`src/rtl/lvds_pkg.sv`:
```
package lvds_pkg;

    localparam int unsigned COLOR_W        = 8;
    localparam int unsigned WORD_W         = 7;
    localparam int unsigned LANES_PER_PORT = 4;
    localparam int unsigned NUM_PORTS      = 2;

    typedef enum logic [1:0] {
        TOPO_SINGLE4    = 2'd0,
        TOPO_DUAL_PIXEL = 2'd1,
        TOPO_TWO_PORT   = 2'd2,
        TOPO_RESERVED   = 2'd3
    } topo_e;

    typedef enum logic [1:0] {
        SYNC_HUNT   = 2'd0,
        SYNC_ARMED  = 2'd1,
        SYNC_ACTIVE = 2'd2
    } sync_state_e;

    typedef enum logic [1:0] {
        VSF_LOW  = 2'd0,
        VSF_RISE = 2'd1,
        VSF_HIGH = 2'd2,
        VSF_FALL = 2'd3
    } vsf_state_e;

    typedef struct packed {
        logic [COLOR_W-1:0] red;
        logic [COLOR_W-1:0] grn;
        logic [COLOR_W-1:0] blu;
        logic               de;
        logic               hs;
        logic               vs;
    } pixel_t;

    // Six color bits carried on the three base lanes
    function automatic logic [5:0] base_bits(input logic [COLOR_W-1:0] c, input logic wide);
        return wide ? c[5:0] : c[7:2];
    endfunction

endpackage

```
`src/rtl/lane_pack.sv`:
```
module lane_pack
    import lvds_pkg::*;
#(
    parameter int unsigned LANES = LANES_PER_PORT,
    parameter int unsigned W     = WORD_W
) (
    input  pixel_t               pix,
    input  logic                 wide,
    output logic [LANES*W-1:0]   words
);

    logic [5:0] r6, g6, b6;
    logic [W-1:0] w0, w1, w2, w3;

    always_comb begin
        r6 = base_bits(pix.red, wide);
        g6 = base_bits(pix.grn, wide);
        b6 = base_bits(pix.blu, wide);
        w0 = {g6[0], r6[5:0]};
        w1 = {b6[1:0], g6[5:1]};
        w2 = {pix.de, pix.vs, pix.hs, b6[5:2]};
        if (wide) begin
            w3 = {1'b0, pix.blu[7:6], pix.grn[7:6], pix.red[7:6]};
        end else begin
            w3 = '0;
        end
        words = {w3, w2, w1, w0};
    end

endmodule

```
`src/rtl/frame_sync_fsm.sv`:
```
module frame_sync_fsm
    import lvds_pkg::*;
#(
    parameter int unsigned LANES = NUM_PORTS * LANES_PER_PORT,
    localparam int unsigned SEL_W = $clog2(LANES)
) (
    input  logic                    clk,
    input  logic                    rst_n,
    input  logic                    vs,
    input  logic [LANES*SEL_W-1:0]  cfg_sel,
    input  logic [LANES-1:0]        cfg_inv,
    output logic [LANES*SEL_W-1:0]  eff_sel,
    output logic [LANES-1:0]        eff_inv
);

    sync_state_e state, state_nxt;
    logic                   commit;
    logic [LANES*SEL_W-1:0] shadow_sel;
    logic [LANES-1:0]       shadow_inv;

    always_ff @(posedge clk) begin
        if (!rst_n) begin
            state <= SYNC_HUNT;
        end else begin
            state <= state_nxt;
        end
    end

    always_comb begin
        state_nxt = state;
        unique case (state)
            SYNC_HUNT:   if (!vs) state_nxt = SYNC_ARMED;
            SYNC_ARMED:  if (vs)  state_nxt = SYNC_ACTIVE;
            SYNC_ACTIVE: if (!vs) state_nxt = SYNC_ARMED;
            default:     state_nxt = SYNC_HUNT;
        endcase
    end

    always_comb begin
        commit  = (state == SYNC_ARMED) && vs;
        eff_sel = commit ? cfg_sel : shadow_sel;
        eff_inv = commit ? cfg_inv : shadow_inv;
    end

    always_ff @(posedge clk) begin
        if (!rst_n) begin
            for (int i = 0; i < LANES; i++) begin
                shadow_sel[i*SEL_W +: SEL_W] <= SEL_W'(i);
            end
            shadow_inv <= '0;
        end else if (commit) begin
            shadow_sel <= cfg_sel;
            shadow_inv <= cfg_inv;
        end
    end

    // settings move only on a recognised VS rise
    assert_shadow_hold_R9: assert property (@(posedge clk) disable iff (!rst_n)
        !commit |=> ($stable(shadow_sel) && $stable(shadow_inv)));

    assert_commit_on_rise_R9: assert property (@(posedge clk) disable iff (!rst_n)
        commit |-> (vs && !$past(vs)));

endmodule

```
`src/rtl/lane_xbar.sv`:
```
module lane_xbar
    import lvds_pkg::*;
#(
    parameter int unsigned LANES      = NUM_PORTS * LANES_PER_PORT,
    parameter int unsigned PORT_LANES = LANES_PER_PORT,
    parameter int unsigned W          = WORD_W,
    localparam int unsigned SEL_W     = $clog2(LANES)
) (
    input  logic                    clk,
    input  logic                    rst_n,
    input  logic [LANES*W-1:0]      logical,
    input  logic [LANES*SEL_W-1:0]  eff_sel,
    input  logic [LANES-1:0]        eff_inv,
    input  logic                    single_port,
    output logic [LANES*W-1:0]      lane_data
);

    logic [W-1:0]       logical_arr [LANES];
    logic [LANES*W-1:0] lane_nxt;

    for (genvar l = 0; l < LANES; l++) begin : g_split
        assign logical_arr[l] = logical[l*W +: W];
    end

    for (genvar p = 0; p < LANES; p++) begin : g_phys
        logic [W-1:0] picked;
        always_comb begin
            picked = logical_arr[eff_sel[p*SEL_W +: SEL_W]] ^ {W{eff_inv[p]}};
        end
        if (p >= PORT_LANES) begin : g_second
            assign lane_nxt[p*W +: W] = single_port ? '0 : picked;
        end else begin : g_first
            assign lane_nxt[p*W +: W] = picked;
        end
    end

    always_ff @(posedge clk) begin
        if (!rst_n) begin
            lane_data <= '0;
        end else begin
            lane_data <= lane_nxt;
        end
    end

    // second port is silent in single-port topologies
    assert_port_b_idle_R4: assert property (@(posedge clk) disable iff (!rst_n)
        single_port |=> (lane_data[LANES*W-1:PORT_LANES*W] == '0));

    // duplicated selection yields identical words
    assert_dup_lanes_R7: assert property (@(posedge clk) disable iff (!rst_n)
        ((eff_sel[SEL_W-1:0] == eff_sel[2*SEL_W-1:SEL_W]) && (eff_inv[0] == eff_inv[1]))
        |=> (lane_data[W-1:0] == lane_data[2*W-1:W]));

endmodule

```
`src/rtl/vs_glitch_filter.sv`:
```
module vs_glitch_filter
    import lvds_pkg::*;
(
    input  logic clk,
    input  logic rst_n,
    input  logic vs_in,
    input  logic enable,
    output logic vs_out
);

    vsf_state_e state, state_nxt;
    logic level;

    always_ff @(posedge clk) begin
        if (!rst_n) begin
            state <= VSF_LOW;
        end else begin
            state <= state_nxt;
        end
    end

    always_comb begin
        state_nxt = state;
        unique case (state)
            VSF_LOW:  if (vs_in)  state_nxt = VSF_RISE;
            VSF_RISE: state_nxt = vs_in ? VSF_HIGH : VSF_LOW;
            VSF_HIGH: if (!vs_in) state_nxt = VSF_FALL;
            VSF_FALL: state_nxt = vs_in ? VSF_HIGH : VSF_LOW;
            default:  state_nxt = VSF_LOW;
        endcase
    end

    always_comb begin
        level  = (state == VSF_HIGH) || (state == VSF_FALL);
        vs_out = enable && level;
    end

    // output level only rises after two high samples
    assert_no_single_pulse_R11: assert property (@(posedge clk) disable iff (!rst_n)
        $rose(level) |-> ($past(vs_in) && $past(vs_in, 2)));

endmodule

```
`src/rtl/lvds_lane_packer.sv`:
```
module lvds_lane_packer
    import lvds_pkg::*;
#(
    parameter int unsigned PORT_LANES = LANES_PER_PORT,
    parameter int unsigned PORTS      = NUM_PORTS,
    localparam int unsigned LANES     = PORTS * PORT_LANES,
    localparam int unsigned SEL_W     = $clog2(LANES),
    localparam int unsigned W         = WORD_W
) (
    input  logic                   clk,
    input  logic                   rst_n,
    input  logic [COLOR_W-1:0]     a_red,
    input  logic [COLOR_W-1:0]     a_grn,
    input  logic [COLOR_W-1:0]     a_blu,
    input  logic                   a_de,
    input  logic                   a_hs,
    input  logic                   a_vs,
    input  logic [COLOR_W-1:0]     b_red,
    input  logic [COLOR_W-1:0]     b_grn,
    input  logic [COLOR_W-1:0]     b_blu,
    input  logic                   b_de,
    input  logic                   b_hs,
    input  logic                   b_vs,
    input  logic [1:0]             cfg_topo,
    input  logic                   cfg_wide,
    input  logic [LANES*SEL_W-1:0] cfg_lane_sel,
    input  logic [LANES-1:0]       cfg_lane_inv,
    input  logic                   cfg_vs_gpio_en,
    output logic [LANES*W-1:0]     lane_data,
    output logic                   vs_gpio
);

    topo_e                  topo;
    logic                   single_port;
    pixel_t                 pix [PORTS];
    logic [LANES*W-1:0]     logical;
    logic [LANES*SEL_W-1:0] eff_sel;
    logic [LANES-1:0]       eff_inv;

    always_comb begin
        topo        = topo_e'(cfg_topo);
        single_port = 1'b0;
        pix[0]      = '{red: a_red, grn: a_grn, blu: a_blu, de: a_de, hs: a_hs, vs: a_vs};
        pix[1]      = '{red: b_red, grn: b_grn, blu: b_blu, de: b_de, hs: b_hs, vs: b_vs};
        unique case (topo)
            TOPO_SINGLE4, TOPO_RESERVED: single_port = 1'b1;
            TOPO_DUAL_PIXEL: begin
                pix[1].de = a_de;
                pix[1].hs = a_hs;
                pix[1].vs = a_vs;
            end
            TOPO_TWO_PORT: single_port = 1'b0;
            default: single_port = 1'b1;
        endcase
    end

    for (genvar g = 0; g < PORTS; g++) begin : g_port
        lane_pack #(.LANES(PORT_LANES), .W(W)) u_pack (
            .pix   (pix[g]),
            .wide  (cfg_wide),
            .words (logical[g*PORT_LANES*W +: PORT_LANES*W])
        );
    end

    frame_sync_fsm #(.LANES(LANES)) u_sync (
        .clk     (clk),
        .rst_n   (rst_n),
        .vs      (a_vs),
        .cfg_sel (cfg_lane_sel),
        .cfg_inv (cfg_lane_inv),
        .eff_sel (eff_sel),
        .eff_inv (eff_inv)
    );

    lane_xbar #(.LANES(LANES), .PORT_LANES(PORT_LANES), .W(W)) u_xbar (
        .clk         (clk),
        .rst_n       (rst_n),
        .logical     (logical),
        .eff_sel     (eff_sel),
        .eff_inv     (eff_inv),
        .single_port (single_port),
        .lane_data   (lane_data)
    );

    vs_glitch_filter u_vsf (
        .clk    (clk),
        .rst_n  (rst_n),
        .vs_in  (a_vs),
        .enable (cfg_vs_gpio_en),
        .vs_out (vs_gpio)
    );

endmodule

```
`config.mk`:
```
export PLATFORM = sky130hd
export DESIGN_NAME = lvds_lane_packer
export DESIGN_NICKNAME = d
export VERILOG_FILES = /design/src/rtl/lvds_pkg.sv /design/src/rtl/lane_pack.sv /design/src/rtl/frame_sync_fsm.sv /design/src/rtl/lane_xbar.sv /design/src/rtl/vs_glitch_filter.sv /design/src/rtl/lvds_lane_packer.sv
export SDC_FILE = /design/constraint.sdc
export NUM_CORES = 1
export LEC_CHECK = 0
export BUFFER_PORTS_ARGS = -buffer_cell sky130_fd_sc_hd__clkbuf_2
export CAP_MARGIN = 20
export CELL_PAD_IN_SITES_DETAIL_PLACEMENT = 0
export CELL_PAD_IN_SITES_GLOBAL_PLACEMENT = 1
export CORE_ASPECT_RATIO = 1.1
export CORE_MARGIN = 2
export CORE_UTILIZATION = 42
export DETAILED_ROUTE_END_ITERATION = 8
export PLACE_DENSITY = 0.81
export SLEW_MARGIN = 20
export SYNTH_ARGS = -nofsm -noshare
export SYNTH_HDL_FRONTEND = slang
export SYNTH_SLANG_ARGS = --single-unit
```
`constraint.sdc`:
```
create_clock -name clk -period 3.03 [get_ports clk]
set_input_delay 0.606 -clock clk [delete_from_list [all_inputs] [get_ports clk]]
set_output_delay 0.606 -clock clk [all_outputs]
set_load 0.02 [all_outputs]
```
==> results of run 1 <==
## cell usage in the layout (no fill, tap or decap), types with 6 or more instances in the layout
cell	netlist	final
a21oi_1	94	94
a22oi_1	10	10
a31oi_1	10	10
a32oi_1	31	31
and2_1	9	9
buf_12	2	6
buf_4	3	53
clkbuf_16	0	9
clkbuf_2	1	148
dfxtp_1	92	92
inv_1	7	7
mux2_2	42	42
mux2i_1	150	147
mux2i_2	9	12
mux2i_4	8	8
nand2_1	136	136
nand2b_1	8	8
nor2_1	122	122
o21ai_0	12	12
o221ai_1	37	37
o22ai_1	7	7
## sequential cells by signal (all words and copies together) (netlist names), named ones only
register           count
u_sync.shadow_inv      8
u_sync.state           2
u_vsf.state            1
u_sync.shadow_sel     24
u_xbar.lane_data      56
## power by group
group | switching (mW) | internal, mW
Clock | 0.510 | 0.725
Sequential | 0.0333 | 1.31
Combinational | 0.892 | 0.551
## worst max-delay path, stage by stage, from the launching register on
cell,delay [ns]
dfxtp_1,0.40
nand3b_1,0.18
buf_12,0.30
mux2_2,0.54
mux2i_1,0.23
o32ai_1,0.11
a221oi_1,0.40
mux2i_1,0.25
## synthesized netlist by cell type, types with 10 or more instances
library cell	count	share of area (%)
o21ai_0	12	0.82
mux2_2	42	6.4
nor2_1	122	6.2
a22oi_1	10	1.0
o221ai_1	37	4.4
buf_2	31	2.1
nand2_1	136	7.0
clkbuf_1	14	0.72
a31oi_1	10	0.85
a21oi_1	94	6.4
a32oi_1	31	3.7
dfxtp_1	92	25
mux2i_1	150	20
## final cells by class
cell class                      count  share of cell area, %
Clock inverter                      6                  0.988
Inverter                            8                  0.339
Sequential cell                    92                   20.8
Clock buffer                       10                   2.58
Tap cell                          234                   3.30
Timing Repair Buffer              207                   14.2
Multi-Input combinational cell    738                   57.8
## logic make-up after synthesis
kind of cell    count (synthesis)
simple gates                  298
xor+xnor                        2
mux                           216
buf+inv                        71
compound gates                222
flops                          92
## per-layer routing
metal | GRT usage, % | share of wire (%) | up-vias
met5 | 0 | 0 | -
met2 | 49.7 | 46 | 482
li1 | - | - | 3617
met3 | 8.32 | 10 | 133
met1 | 37.9 | 37 | 3597
met4 | 18.3 | 6.6 | 0
## path summary, 6_finish.rpt
path | end | slack, ns | depth (start not counted)
worst min register to register | u_vsf.state[0] | 0.45 | 1
worst min-delay path | u_vsf.state[0] | 0.45 | 1
worst max register to register | u_xbar.lane_data[53] | 0.51 | 7
worst max-delay path | u_xbar.lane_data[53] | 0.51 | 7
==> metrics, run 1 <==
post-synthesis cell area=7340 um2; Core ar.=17,100 um2; Setup Skew=0.00955 ns; reg2reg start=u_sync.state[1]; final net count=1,148; Pwr Total=4.02 mW; Placement Cell Area=8540 um2; worst path required time=3.31 ns; gate count after technology mapping=901; failing checks=design-rule violations; routability-driven placement congestion ratio=0.981; worst hold path class=reg -> reg; RSZ-0062 raised after global routing=no; vias in the first global route=7,144; Antenna Violating Nets Remaining=0; Worst Setup Slack, final=0.507 ns; root buffer cell=clkbuf_16; share of cells above drive strength 1=28.4%; DRC Markers=4; Routed WL per cell=22.9 um; Hold Buf Count CTS=0; Post-Synth Simple-Gate Area=16.5%; number of CTS-inserted buffers=9; first-pass GRT wire length=42,800 um; Die W=130 um; largest net degree at the start of global routing=38; status=complete, but fails checks; # rows=50; vias=7,829; 1st-iter DRT viols=1,037; Peak Freq=396 MHz; post-synthesis mux area share=32.3%; initial antenna violation count=0; syn_area_per_cell=8.14 um2; first drt pass iteration count=9; largest family of logic cells by synthesized area=multiplexers; GRT Total Usage=31.3%; Port Buffers=148; GR Overflow Total=0; path type of the worst setup path=reg -> reg; syn nets=993; register area=1840 um2; fin crit share=83.3%; Layout area overhead=20.8%; Yosys cell types=49; maximum fanout along the worst path=37; Seq/Total Area, Yosys=25.1%; Synth Area in XOR/XNOR=0.239%; # setup viols final=0; setup TNS=0 ns; Die Y=143 um; IO Count=149; Placed Cells=1,279; Antenna Cells=0; CP endpoint kind=register; Die ar.=18,500 um2; P_leak=4.14 nW; Main synth FF type=dfxtp_1; start point of the worst hold path=u_vsf.state[0]; Tightest Pin Transition=0.871 ns; FFs w/ async S/R, synth=0%; clock sink total=92; adder-cell area share of the yosys netlist=0%; Max clock buf depth=2; Setup WS pre-CTS=0.307 ns; final non-filler cell area=8860 um2; maxcap violations=0; cell area power density=453 nW/um2; H-tree levels=3; WP data arrival=2.80 ns; fin. max-slew vios=0; Hold WS=0.449 ns; Clock transition at path regs=0.07 ns; Relative slew margins=40.8%; Layout Cells excl Fill=1,295; Synth Area in Compound Gates=20.6%; Worst-Skew Late Latency=0.36 ns; crit path from=u_sync.state[1]; Hold Vio Cnt, Final=0; Multi-input gate area=5120 um2; crit start category=register; Warnings, synthesis=0; DR vias/cell=6.05; Setup Fix Bufs, Post-CTS=0; IR drop worst, VDD=0.252 mV; Initial Utilization=43.0%; fin util=51.9%; number of flops mapped to enable cells by yosys=0; fillers=1,664; min Tclk post-route=2.52 ns; Routed WL=29,600 um; Synth Register Bits=92; CTS tree=yes; Post-DP HPWL=20,200 um; post_cts resized=0
No activity file was read; power rests on OpenSTA's default activity.
==> run 2: changes to the inputs <==
- CORE_UTILIZATION: 42 -> 37
- PLACE_DENSITY: 0.81 -> 0.76
- clock period: 3.03 -> 2.1 ns (I/O delays scaled with it)
==> metrics, run 2 (synthesis results as in run 1) <==
number of CTS-inserted buffers=9; # rows=54; # setup viols final=44; Worst Setup Slack, final=-0.181 ns; Core ar.=19,700 um2; Routed WL=35,300 um; Peak Freq=438 MHz; start point of the worst hold path=cfg_lane_sel[20]; cell area power density=561 nW/um2; Hold Vio Cnt, Final=0; Placement Cell Area=9640 um2; final non-filler cell area=11,600 um2; Multi-input gate area=6180 um2; most common cell after layout, fill and taps aside=clkbuf_2; clock sink total=92; share of cells above drive strength 1=48.7%; Clock transition at path regs=0.08 ns; CP endpoint kind=register; GRT Total Usage=30.3%; fin. max-slew vios=0; routability-driven placement congestion ratio=0.981; reg2reg start=u_sync.state[1]; worst path required time=2.35 ns; H-tree levels=3; reg2reg end=u_xbar.lane_data[23]; min Tclk post-route=2.28 ns; IR drop worst, VDD=0.436 mV; Tightest Pin Transition=0.721 ns; most frequent cells in the layout=148 x clkbuf_2, 136 x mux2i_1, 124 x buf_4, 121 x nand2_1, 100 x nor2_1; crit start category=register; DR vias/cell=6.08; Max clock buf depth=2; GR Overflow Total=0; Reg with most FFs=u_xbar.lane_data; Layout area overhead=58.5%; Die ar.=21,000 um2; WP data arrival=2.53 ns; root buffer cell=clkbuf_16; setup TNS=-1.94 ns; maxcap violations=0; fillers=1,716; largest net degree at the start of global routing=27; Relative slew margins=50.6%; Antenna Violating Nets Remaining=0; Initial Utilization=37.3%; status=complete, but fails checks; Antenna Cells=0; Hold WS=0.329 ns; CTS tree=yes; Die Y=152 um; max reg flops=56; crit path from=u_sync.state[1]; Die W=138 um; vias in the first global route=7,789; vias=8,889; first-pass GRT wire length=47,100 um; failing checks=negative setup slack; worst hold path class=in -> reg; path type of the worst setup path=reg -> reg; Hold Path Depth=3; Setup Skew=0.0113 ns; flop2flop setup slack=-0.18 ns; Port Buffers=148; Pwr Total=6.52 mW; Worst Hold Path EP=u_sync.shadow_sel[20]; fin crit share=109%; biggest regs=u_xbar.lane_data x56, u_sync.shadow_sel x24, u_sync.shadow_inv x8; Reg2Reg Depth=10; first drt pass iteration count=5; P_leak=5.27 nW; Worst-Skew Late Latency=0.37 ns; maximum fanout along the worst path=7; register area=1840 um2; Routed WL per cell=24.2 um; Post-DP HPWL=22,200 um; IO Count=149; final net count=1,297; Layout Cells excl Fill=1,462; 1st-iter DRT viols=1,194; DRC Markers=0; RSZ-0062 raised after global routing=yes; Placed Cells=1,402; initial antenna violation count=0
==> run 2: changes by cell type in the layout (fill, tap and decap cells not counted), moves of 14 or more <==
| cell | change |
|---|---|
| mux2i_4 | +15 |
| a32oi_1 | -14 |
| buf_12 | +23 |
| a21oi_1 | -17 |
| a21oi_2 | +17 |
| o221ai_2 | +28 |
| nor2_4 | +20 |
| a32oi_2 | +14 |
| nor2_1 | -22 |
| buf_4 | +71 |
| nand2_1 | -15 |
| o221ai_1 | -29 |
| buf_6 | +38 |
| mux2_4 | +14 |
==> run 2: worst max-delay path by stage <==
stage | endpoint | slack [ns] | cells past startpoint
floorplan | u_xbar.lane_data[32] | -0.03 | 8
global placement | u_xbar.lane_data[28] | -0.27 | 9
detailed placement | u_xbar.lane_data[49] | -0.26 | 10
CTS | u_xbar.lane_data[28] | -0.07 | 10
global route | u_xbar.lane_data[23] | -0.20 | 10
finish | u_xbar.lane_data[23] | -0.18 | 10
==> run 2: timing repair <==
action | in CTS | in global routing
resized for setup | 61 | 207
pin swaps | 9 | 42
setup buffers | 7 | 25
cloned | 4 | 12
setup endpoints to repair | 44 | 56
hold endpoints to repair | 0 | 0
hold buffers | 0 | 0
==> run 2: where the power goes <==
part | internal, mW | switching (mW) | total, mW | leakage [nW]
Clock | 0.936 | 0.788 | 1.72 | 0.144
Sequential | 1.88 | 0.0546 | 1.94 | 0.757
Combinational | 1.26 | 1.61 | 2.86 | 4.37
Total | 4.08 | 2.45 | 6.52 | 5.27
==> run 2: worst max-delay path, stage by stage, from the launching register on <==
cell	delay, ns
dfxtp_2	0.32
nand3b_1	0.15
buf_6	0.15
buf_16	0.17
buf_12	0.15
mux2i_4	0.31
buf_6	0.19
nor2_4	0.08
a32oi_1	0.28
o221ai_1	0.19
mux2i_1	0.15
==> run 2: per-layer routing <==
| layer | vias up | GRT usage [%] | share of wire [%] | routed length [um] |
|---|---|---|---|---|
| met1 | 4118 | 38.2 | 37 | 13200 |
| met3 | 181 | 6.10 | 11 | 3780 |
| met5 | - | 0 | 0 | 0 |
| met4 | 0 | 18.6 | 7.3 | 2570 |
| met2 | 649 | 48.0 | 45 | 15800 |
| li1 | 3941 | - | - | - |
==> run 2: area by class of cell <==
type                    instances  area share, %
multi-input cells             742           53.2
repair buffers                352           25.5
flip-flops and latches         92           15.8
well taps                     252           2.71
clock buffers                  10           1.97
clock inverters                 6          0.592
inverters                       8          0.258
==> run 2: metrics by stage <==
stage,util [%],setup WS (ns)
floorplan,-,-0.0264
global placement,49.0,-0.268
detailed placement,49.0,-0.264
CTS,52.5,-0.0672
global route,59.2,-0.201
finish,59.2,-0.181
